`src/rtl/fault_cap_pkg.sv`:
```
package fault_cap_pkg;
  localparam int NUM_KINDS = 12;
  localparam int KW        = $clog2(NUM_KINDS);
  localparam int SW        = 32;
  localparam int DW        = 4;
  localparam int RESP_BIT  = 12;
  localparam int CODE_HI   = 10;
  localparam int DOM_LO    = 4;

  typedef enum logic [KW-1:0] {
    FK_ALIGN  = 4'd0,
    FK_TLB    = 4'd1,
    FK_ICM    = 4'd2,
    FK_WALKX  = 4'd3,
    FK_XLAT   = 4'd4,
    FK_ACCESS = 4'd5,
    FK_DOMAIN = 4'd6,
    FK_PERM   = 4'd7,
    FK_PRECX  = 4'd8,
    FK_IMPX   = 4'd9,
    FK_PARITY = 4'd10,
    FK_DEBUG  = 4'd11
  } fault_kind_e;

  function automatic logic code_legal(input logic [4:0] c);
    case (c)
      5'b00000, 5'b00001, 5'b00010, 5'b00011, 5'b00100, 5'b00101,
      5'b00110, 5'b00111, 5'b01000, 5'b01001, 5'b01011, 5'b01100,
      5'b01101, 5'b01110, 5'b01111, 5'b10110, 5'b11000: return 1'b1;
      default: return 1'b0;
    endcase
  endfunction

  function automatic logic code_has_resp(input logic [4:0] c);
    return (c == 5'b01100) || (c == 5'b01110) || (c == 5'b01000) || (c == 5'b10110);
  endfunction

  function automatic logic code_has_dom(input logic [4:0] c);
    case (c)
      5'b01110, 5'b00111, 5'b00011, 5'b00110, 5'b01001,
      5'b01011, 5'b01101, 5'b01111, 5'b01000, 5'b00010: return 1'b1;
      default: return 1'b0;
    endcase
  endfunction
endpackage

```
`src/rtl/fault_prio_sel.sv`:
```
module fault_prio_sel #(
  parameter int N  = 12,
  localparam int IW = $clog2(N)
) (
  input  logic [N-1:0]  req_i,
  output logic [N-1:0]  gnt_o,
  output logic [IW-1:0] idx_o,
  output logic          any_o
);
  // descending scan: the lowest set index is written last and wins
  always_comb begin
    gnt_o = '0;
    idx_o = '0;
    for (int i = N - 1; i >= 0; i--) begin
      if (req_i[i]) begin
        gnt_o    = '0;
        gnt_o[i] = 1'b1;
        idx_o    = IW'(i);
      end
    end
  end

  assign any_o = |req_i;
endmodule

```
`src/rtl/fault_word_enc.sv`:
```
module fault_word_enc
  import fault_cap_pkg::*;
(
  input  fault_kind_e   kind_i,
  input  logic          page_i,
  input  logic          l2_i,
  input  logic          slv_i,
  input  logic [DW-1:0] dom_i,
  input  logic          dom_en_i,
  output logic [SW-1:0] word_o
);
  logic [4:0] code;
  logic       dom_ok;
  logic       resp_ok;

  always_comb begin
    code    = 5'b00000;
    dom_ok  = 1'b0;
    resp_ok = 1'b0;
    unique case (kind_i)
      FK_ALIGN:  code = 5'b00001;
      FK_TLB:    code = 5'b00000;
      FK_ICM:    code = 5'b00100;
      FK_WALKX:  begin code = l2_i ? 5'b01110 : 5'b01100; dom_ok = l2_i; resp_ok = 1'b1; end
      FK_XLAT:   begin code = page_i ? 5'b00111 : 5'b00101; dom_ok = page_i; end
      FK_ACCESS: begin code = page_i ? 5'b00110 : 5'b00011; dom_ok = 1'b1; end
      FK_DOMAIN: begin code = page_i ? 5'b01011 : 5'b01001; dom_ok = 1'b1; end
      FK_PERM:   begin code = page_i ? 5'b01111 : 5'b01101; dom_ok = 1'b1; end
      FK_PRECX:  begin code = 5'b01000; dom_ok = 1'b1; resp_ok = 1'b1; end
      FK_IMPX:   begin code = 5'b10110; resp_ok = 1'b1; end
      FK_PARITY: code = 5'b11000;
      FK_DEBUG:  begin code = 5'b00010; dom_ok = 1'b1; end
      default:   code = 5'b00000;
    endcase
  end

  always_comb begin
    word_o                            = '0;
    word_o[3:0]                       = code[3:0];
    word_o[CODE_HI]                   = code[4];
    word_o[RESP_BIT]                  = resp_ok & slv_i;
    word_o[DOM_LO +: DW]              = (dom_ok & dom_en_i) ? dom_i : '0;
  end
endmodule

```
`src/rtl/mmu_fault_capture.sv`:
```
module mmu_fault_capture
  import fault_cap_pkg::*;
#(
  parameter int AW = 32
) (
  input  logic                 clk_i,
  input  logic                 rst_ni,
  input  logic [NUM_KINDS-1:0] flt_req_i,
  input  logic                 page_i,
  input  logic                 walk_l2_i,
  input  logic                 slv_err_i,
  input  logic [DW-1:0]        dom_i,
  input  logic [AW-1:0]        va_i,
  input  logic [AW-1:0]        pc_i,
  input  logic                 side_i,
  input  logic                 dmaint_i,
  output logic                 abort_o,
  output logic [SW-1:0]        dfsr_o,
  output logic [SW-1:0]        ifsr_o,
  output logic [AW-1:0]        far_o,
  output logic [AW-1:0]        ifar_o
);
  logic [NUM_KINDS-1:0] gnt;
  logic [KW-1:0]        idx;
  logic                 any;
  fault_kind_e          kind;
  logic [SW-1:0]        sel_word;
  logic [SW-1:0]        rsn_word;
  logic                 is_icm;

  fault_prio_sel #(.N(NUM_KINDS)) u_prio (
    .req_i (flt_req_i),
    .gnt_o (gnt),
    .idx_o (idx),
    .any_o (any)
  );

  assign kind    = fault_kind_e'(idx);
  assign is_icm  = (kind == FK_ICM);
  assign abort_o = any;

  // primary word: domain suppressed on the instruction side
  fault_word_enc u_enc_sel (
    .kind_i   (kind),
    .page_i   (page_i),
    .l2_i     (walk_l2_i),
    .slv_i    (slv_err_i),
    .dom_i    (dom_i),
    .dom_en_i (~side_i),
    .word_o   (sel_word)
  );

  // real reason behind a maintenance fault, routed to IFSR
  fault_word_enc u_enc_rsn (
    .kind_i   (FK_XLAT),
    .page_i   (page_i),
    .l2_i     (1'b0),
    .slv_i    (1'b0),
    .dom_i    (dom_i),
    .dom_en_i (1'b1),
    .word_o   (rsn_word)
  );

  always_ff @(posedge clk_i or negedge rst_ni) begin
    if (!rst_ni) begin
      dfsr_o <= '0;
      ifsr_o <= '0;
      far_o  <= '0;
      ifar_o <= '0;
    end else if (any) begin
      if (is_icm) begin
        dfsr_o <= sel_word & ~(SW'(1) << RESP_BIT);
        ifsr_o <= rsn_word;
        far_o  <= va_i;
        ifar_o <= pc_i;
      end else if (!side_i) begin
        dfsr_o <= sel_word;
        far_o  <= va_i;
        if (dmaint_i) ifar_o <= pc_i;
      end else begin
        ifsr_o <= sel_word;
        ifar_o <= pc_i;
      end
    end
  end

  p_grant_onehot_r1: assert property (@(posedge clk_i) disable iff (!rst_ni)
    $onehot0(gnt) && (abort_o == (gnt != '0)));

  p_code_legal_r3: assert property (@(posedge clk_i) disable iff (!rst_ni)
    code_legal({dfsr_o[CODE_HI], dfsr_o[3:0]}) && code_legal({ifsr_o[CODE_HI], ifsr_o[3:0]}));

  p_dom_rule_r5: assert property (@(posedge clk_i) disable iff (!rst_ni)
    (dfsr_o[DOM_LO +: DW] != '0) |-> code_has_dom({dfsr_o[CODE_HI], dfsr_o[3:0]}));

  p_resp_rule_r6: assert property (@(posedge clk_i) disable iff (!rst_ni)
    dfsr_o[RESP_BIT] |-> code_has_resp({dfsr_o[CODE_HI], dfsr_o[3:0]}));

  p_icm_split_r7: assert property (@(posedge clk_i) disable iff (!rst_ni)
    (abort_o && is_icm) |=> ({dfsr_o[CODE_HI], dfsr_o[3:0]} == 5'b00100) && (far_o == $past(va_i)));

  p_iside_hold_r9: assert property (@(posedge clk_i) disable iff (!rst_ni)
    (abort_o && side_i && !is_icm) |=> $stable(far_o) && $stable(dfsr_o));

  p_idle_hold_r10: assert property (@(posedge clk_i) disable iff (!rst_ni)
    !abort_o |=> $stable(dfsr_o) && $stable(ifsr_o) && $stable(far_o) && $stable(ifar_o));
endmodule

```
`config.mk`:
```
export PLATFORM = sky130hd
export DESIGN_NAME = mmu_fault_capture
export DESIGN_NICKNAME = d
export VERILOG_FILES = /design/src/rtl/fault_cap_pkg.sv /design/src/rtl/fault_prio_sel.sv /design/src/rtl/fault_word_enc.sv /design/src/rtl/mmu_fault_capture.sv
export SDC_FILE = /design/constraint.sdc
export NUM_CORES = 1
export LEC_CHECK = 0
export ABC_CLOCK_PERIOD_IN_PS = 1550
export BUFFER_PORTS_ARGS = -buffer_cell sky130_fd_sc_hd__buf_2
export CAP_MARGIN = 30
export CORE_MARGIN = 4
export CORE_UTILIZATION = 45
export DETAILED_ROUTE_END_ITERATION = 6
export GPL_TIMING_DRIVEN = 0
export PLACE_DENSITY = 0.82
export SETUP_SLACK_MARGIN = 0.02
export SLEW_MARGIN = 10
export SYNTH_ARGS = -nofsm -noshare
export SYNTH_HDL_FRONTEND = slang
export SYNTH_SLANG_ARGS = --single-unit
```
`constraint.sdc`:
```
create_clock -name clk_i -period 1.55 [get_ports clk_i]
set_input_delay 0.3875 -clock clk_i [delete_from_list [all_inputs] [get_ports clk_i]]
set_output_delay 0.3875 -clock clk_i [all_outputs]
set_load 0.02 [all_outputs]
```
; After elaboration in Yosys (flattened, before gate mapping)
; Index checks and enable logic that the tools add are counted.
[totals]
regBits = 128
inputBits = 87
word_cells = 58
[op_classes]
eq_ne = 11
muxes = 31
bitwise = 3
n_reduce_logical = 9
[op_table]
columns = op, n
row1 = $mux W32, 9
row2 = $mux W4, 14
row3 = $pmux W5 S11, 1
row4 = $eq A4 B3 Y1 const B, 4
row5 = $eq A4 B4 Y1 const B, 4
row6 = $reduce_or A12 Y1, 1
row7 = $eq A4 B2 Y1 const B, 2
row8 = $mux W2, 4
row9 = $reduce_and A2 Y1, 3
row10 = $reduce_or A5 Y1, 1
row11 = $logic_not A4 Y1, 1
row12 = $mux W3, 1
row13 = $pmux W1 S3, 1
row14 = $reduce_bool A3 Y1, 1
row15 = $reduce_or A3 Y1, 1
row16 = $and A1 B1 Y1, 2
row17 = $ne A2 B1 Y1 const B, 1
row18 = $reduce_bool A2 Y1, 1
row19 = $mux W1, 1
row20 = $not A1 Y1, 1

; Depth between registers and ports, before layout
[logic_depth]
ltp_word = 19
depth_mapped = 7

; Modules after synthesis
; A second synthesis with hierarchy kept.
[unflattened]
hier_cells = 511
area_unflattened_um2 = 6641.4
[by_module_without_submodules]
columns = module, n_inst, cells_each, area_each_um2, seq_area_each_um2
row1 = mmu_fault_capture, 1, 354, 5591.6, 3203.1
row2 = fault_word_enc, 2, 61, 409.1, 0.0
row3 = fault_prio_sel, 1, 35, 231.5, 0.0

; Worst setup path before layout
; OpenSTA, ideal clock, no wires.
[synth_timing]
path_type = in2reg
startpoint = in flt_req_i[4]
endpoint = reg dfsr_o[1]
setup_ns = 0.125
t_arrival_ns = 1.859
required_ns = 1.425
setup_slack_ns = -0.434
stages = 5
path_cell_list = nor4_4 > nand3_4 > a21oi_4 > buf_6 > mux2_2
[synth_via]
elab_cells_between_ends = 22
[synth_rtl]
columns = element, line
row1 = from (decl), mmu_fault_capture.sv:8  ; input logic [NUM_KINDS-1:0] flt_req_i,
row2 = $reduce_or A12 Y1, fault_prio_sel.sv:23  ; assign any_o = |req_i;
row3 = net abort_o, mmu_fault_capture.sv:17  ; output logic abort_o,
row4 = $reduce_and A2 Y1 (no source line), n/a
row5 = to (signal assigned), mmu_fault_capture.sv:72  ; dfsr_o <= sel_word & ~(SW'(1) << RESP_BIT);
row6 = to (signal assigned), mmu_fault_capture.sv:77  ; dfsr_o <= sel_word;
row7 = to (decl), mmu_fault_capture.sv:18  ; output logic [SW-1:0] dfsr_o,
; The timed path passes the listed nets, and every way through them passes these cells. The select of a mux whose other input is x is not followed.
; A chain may end at the register's enable or synchronous reset.

; Final worst setup path
[layout_timing]
startpoint = in flt_req_i[11]
endpoint = reg far_o[24]
[layout_via]
elab_chain_len = 15
elab_cells_between_ends = 17
[layout_lines]
columns = element, line
row1 = $mux W4 (12 in a row), fault_prio_sel.sv:15  ; if (req_i[i]) begin
row2 = $eq A4 B2 Y1, mmu_fault_capture.sv:39  ; assign is_icm = (kind == FK_ICM);
row3 = $ne A2 B1 Y1 (no source line), n/a
row4 = $reduce_and A2 Y1 (no source line), n/a
row5 = to (signal assigned), mmu_fault_capture.sv:74  ; far_o <= va_i;
row6 = to (signal assigned), mmu_fault_capture.sv:78  ; far_o <= va_i;
row7 = to (decl), mmu_fault_capture.sv:20  ; output logic [AW-1:0] far_o,
; Parallel ways exist; a longest one is shown, timed or not.

==> impl_metrics.toml <==
[placed_design]
portBuffers = 171
place_hpwl_um = 7644
globalplace.congestion = 0.8254

[grt]
grt_antenna_before_repair = 0
grt_start_max_net_pins = 47
grt_use_total_pct = 20.41
overflow = 0
first_global_vias = 3333
grt_pass1_wl_um = 16330

[power_and_ir_drop]
ir_drop_mv = 0.5177
power_per_cell_area_nw_per_um2 = 935.1
report.power.total_mw = 5.726
cell_leakage_power_nw = 3.180

[cts]
cts-buffers-inserted = 9
cts_sinks = 84
cts_max_path_buffers = 2
clk_pin_slew_worst_paths_ns = 0.08
worst_skew_pair.late_latency_ns = 0.34
tritoncts_clock_tree = "built"
clock_tree.htree_level_count = 3
ctsRootBufferMaster = "sky130_fd_sc_hd__clkbuf_8"

[sta]
max_clock_freq_mhz = 596.4
post-route-period-util_pct = 108.2
grt_setup_unrepaired = "yes"
post-route-worst-setup-slack_ns = -0.1266
finalSetupViolations = 71
finalMaxSlewViolations = 0
hold_viol = 0
final_setup_skew_ns = 0
slew-limit-headroom_pct = 64.59
worstMarginPinSlew_ns = 0.5312
timing.final.crit_period_ns = 1.677
fin_setup_tns_ns = -5.961
worst_hold_slack_ns = 0.01118

[logic_synthesis]
synth.yosys.warnings = 0
synth_cell_type_count = 44
netlist_top_cells_area = "sky130_fd_sc_hd__dfrtp_1 (54%), sky130_fd_sc_hd__mux2_2 (18%), sky130_fd_sc_hd__buf_4 (8.5%)"
postSynthCellCount = 302
sequential_share_of_the_synthesized_area_pct = 53.81
syn_area_per_cell_um2 = 12.93
synth_largest_area_cell = "sky130_fd_sc_hd__dfrtp_1"
dominantRegCellSynth = "sky130_fd_sc_hd__dfrtp_1"
post_synth_edffs = 0
yosys_register_bits = 84
synthDominantCellAreaShare_pct = 53.81
synthesis.area_um2 = 3906
ys_async_sr_fraction_pct = 100.0

[worst_setup_path]
critical-path-top-cell-by-count = "sky130_fd_sc_hd__buf_12"
critical_path.n_buffers_inverters = 3
critPathArrivalTime_ns = 1.91
slowest_stage = "sky130_fd_sc_hd__nor4_4"
critPathCaptureType = "flop"
worstPathCellList = "buf_6, nor4_4, nand3_4, a21oi_4, buf_12, buf_12, mux2_2"
r2r_start = "ifsr_o[1]"
worstSetupStartpointType = "input port"
req_time_crit_path_ns = 1.78
critPathTopFamily = "simple AND/OR/NAND/NOR gates"
r2r_end = "ifsr_o[1]"
crit_path_max_incr_delay_ns = 0.36
ff2ff_setup_slack_ns = 0.75
path_class = "in -> reg"
worstRegToRegCells = 1
highest_fanout_seen_on_the_critical_path = 10

[die]
i_o_pins = 216
design.core.area_um2 = 8341
die_h_um = 101.2
placement_rows = 33
die_area_um2 = 10240
die_width_um = 101.2
start_util_pct = 46.83

[route]
drt_pass1_iterations = 4
detail-route-antenna-nets = 0
vias = 3216
detailedRoute.firstIterationViolations = 54
wl_per_cell_um = 17.02
routed_wl_um = 11270
vias_per_cell = 4.858
drcViolationCount = 0

[finish]
final_cell_mix = "sky130_fd_sc_hd__buf_2 (161), sky130_fd_sc_hd__dfrtp_1 (84), sky130_fd_sc_hd__buf_4 (59)"
num-nets-final = 640
layout-drive-gt1-share_pct = 65.71
areaGrowthSynthToFinish_pct = 56.76
mostFrequentLayoutCell = "sky130_fd_sc_hd__buf_2"
antenna_cells = 0

[flow_run]
count_of_max_cap_constraint_violations = 0

[outcome]
failed_checks = "setup timing"
run_status = "finished, violations left"

[hold_path]
timing.hold.worst.class = "in -> async"
## through the flow
stage / worst slack (ns) / instances / util, % / cell area, um2
floorplan: -0.4095 / 345 / - / 4145
global placement: -0.7607 / 621 / 61.54 / 5132
detailed placement: -0.7911 / 622 / 61.81 / 5155
CTS: -0.08579 / 656 / 70.75 / 5901
global route: -0.1812 / 662 / 73.42 / 6123
finish: -0.1266 / 662 / 73.42 / 6123
## state kept, by name (all words and copies together) (netlist names)
signal / cells
dfsr_o: 10
ifsr_o: 10
ifar_o: 32
far_o: 32
## synthesized netlist by cell type, types with 2 or more instances
library cell,n
sky130_fd_sc_hd__o21ai_0,11
sky130_fd_sc_hd__mux2i_1,7
sky130_fd_sc_hd__inv_1,4
sky130_fd_sc_hd__a21oi_1,9
sky130_fd_sc_hd__nor2_1,9
sky130_fd_sc_hd__mux2_1,3
sky130_fd_sc_hd__a21oi_2,2
sky130_fd_sc_hd__nand2_1,13
sky130_fd_sc_hd__and2_1,2
sky130_fd_sc_hd__mux2_2,62
sky130_fd_sc_hd__nor3_1,2
sky130_fd_sc_hd__a22o_1,4
sky130_fd_sc_hd__buf_4,44
sky130_fd_sc_hd__or3_1,3
sky130_fd_sc_hd__nand3_1,2
sky130_fd_sc_hd__buf_2,4
sky130_fd_sc_hd__dfrtp_1,84
sky130_fd_sc_hd__nor2b_1,3
sky130_fd_sc_hd__o31ai_1,5
sky130_fd_sc_hd__nor4_4,2
sky130_fd_sc_hd__buf_6,4
## report_power, final
part | total, mW | internal [mW] | switching, mW
Combinational | 1.50 | 0.709 | 0.788
Clock | 1.75 | 0.995 | 0.751
Sequential | 2.48 | 2.38 | 0.103
Total | 5.73 | 4.08 | 1.64
## cell type report
class	instances	area, um2
Inverter	4	15.01
Clock buffer	12	155.1
Sequential cell	84	2102
Multi-Input combinational cell	205	1934
Clock inverter	3	68.82
Timing Repair Buffer	197	1259
Tap cell	105	131.4
Fill cell	543	2217
Buffer	52	457.9
## cells by family (layout without fill, tap and decap cells)
logic type | after synthesis | count (layout) | share of synthesized area, %
buffers and inverters | 56 | 268 | 10.51
AND/OR/NAND/NOR | 45 | 45 | 7.015
multiplexers | 72 | 72 | 20.53
AO/OA/AOI/OAI | 43 | 43 | 7.816
XOR/XNOR | 1 | 1 | 0.2243
flip-flops | 84 | 84 | 53.81
other | 1 | 44 | 0.09600
## metal layers
layer	vias to the layer above	global-route usage, %	routed length [um]
met4	0	9.714	369
li1	1487	-	-
met3	29	3.306	797
met1	1529	24.22	4268
met5	-	0	0
met2	171	36.02	5831
## repair_timing
item | in CTS | in global routing
cloned | 4 | 1
gates resized for setup | 85 | 41
setup buffers | 15 | 5
endpoints found under the setup margin | 84 | 85
pin swaps | 12 | 8
hold buffers | 0 | 0
## worst max-delay path by stage
stage	slack [ns]	end	depth (start not counted)	startpoint
floorplan	-0.41	far_o[10]	5	flt_req_i[5]
global placement	-0.76	ifar_o[0]	6	flt_req_i[5]
detailed placement	-0.79	ifar_o[10]	6	flt_req_i[5]
CTS	-0.09	far_o[3]	7	flt_req_i[9]
global route	-0.18	far_o[18]	7	flt_req_i[9]
finish	-0.13	far_o[24]	7	flt_req_i[11]
(Power assumes the default switching activity.)
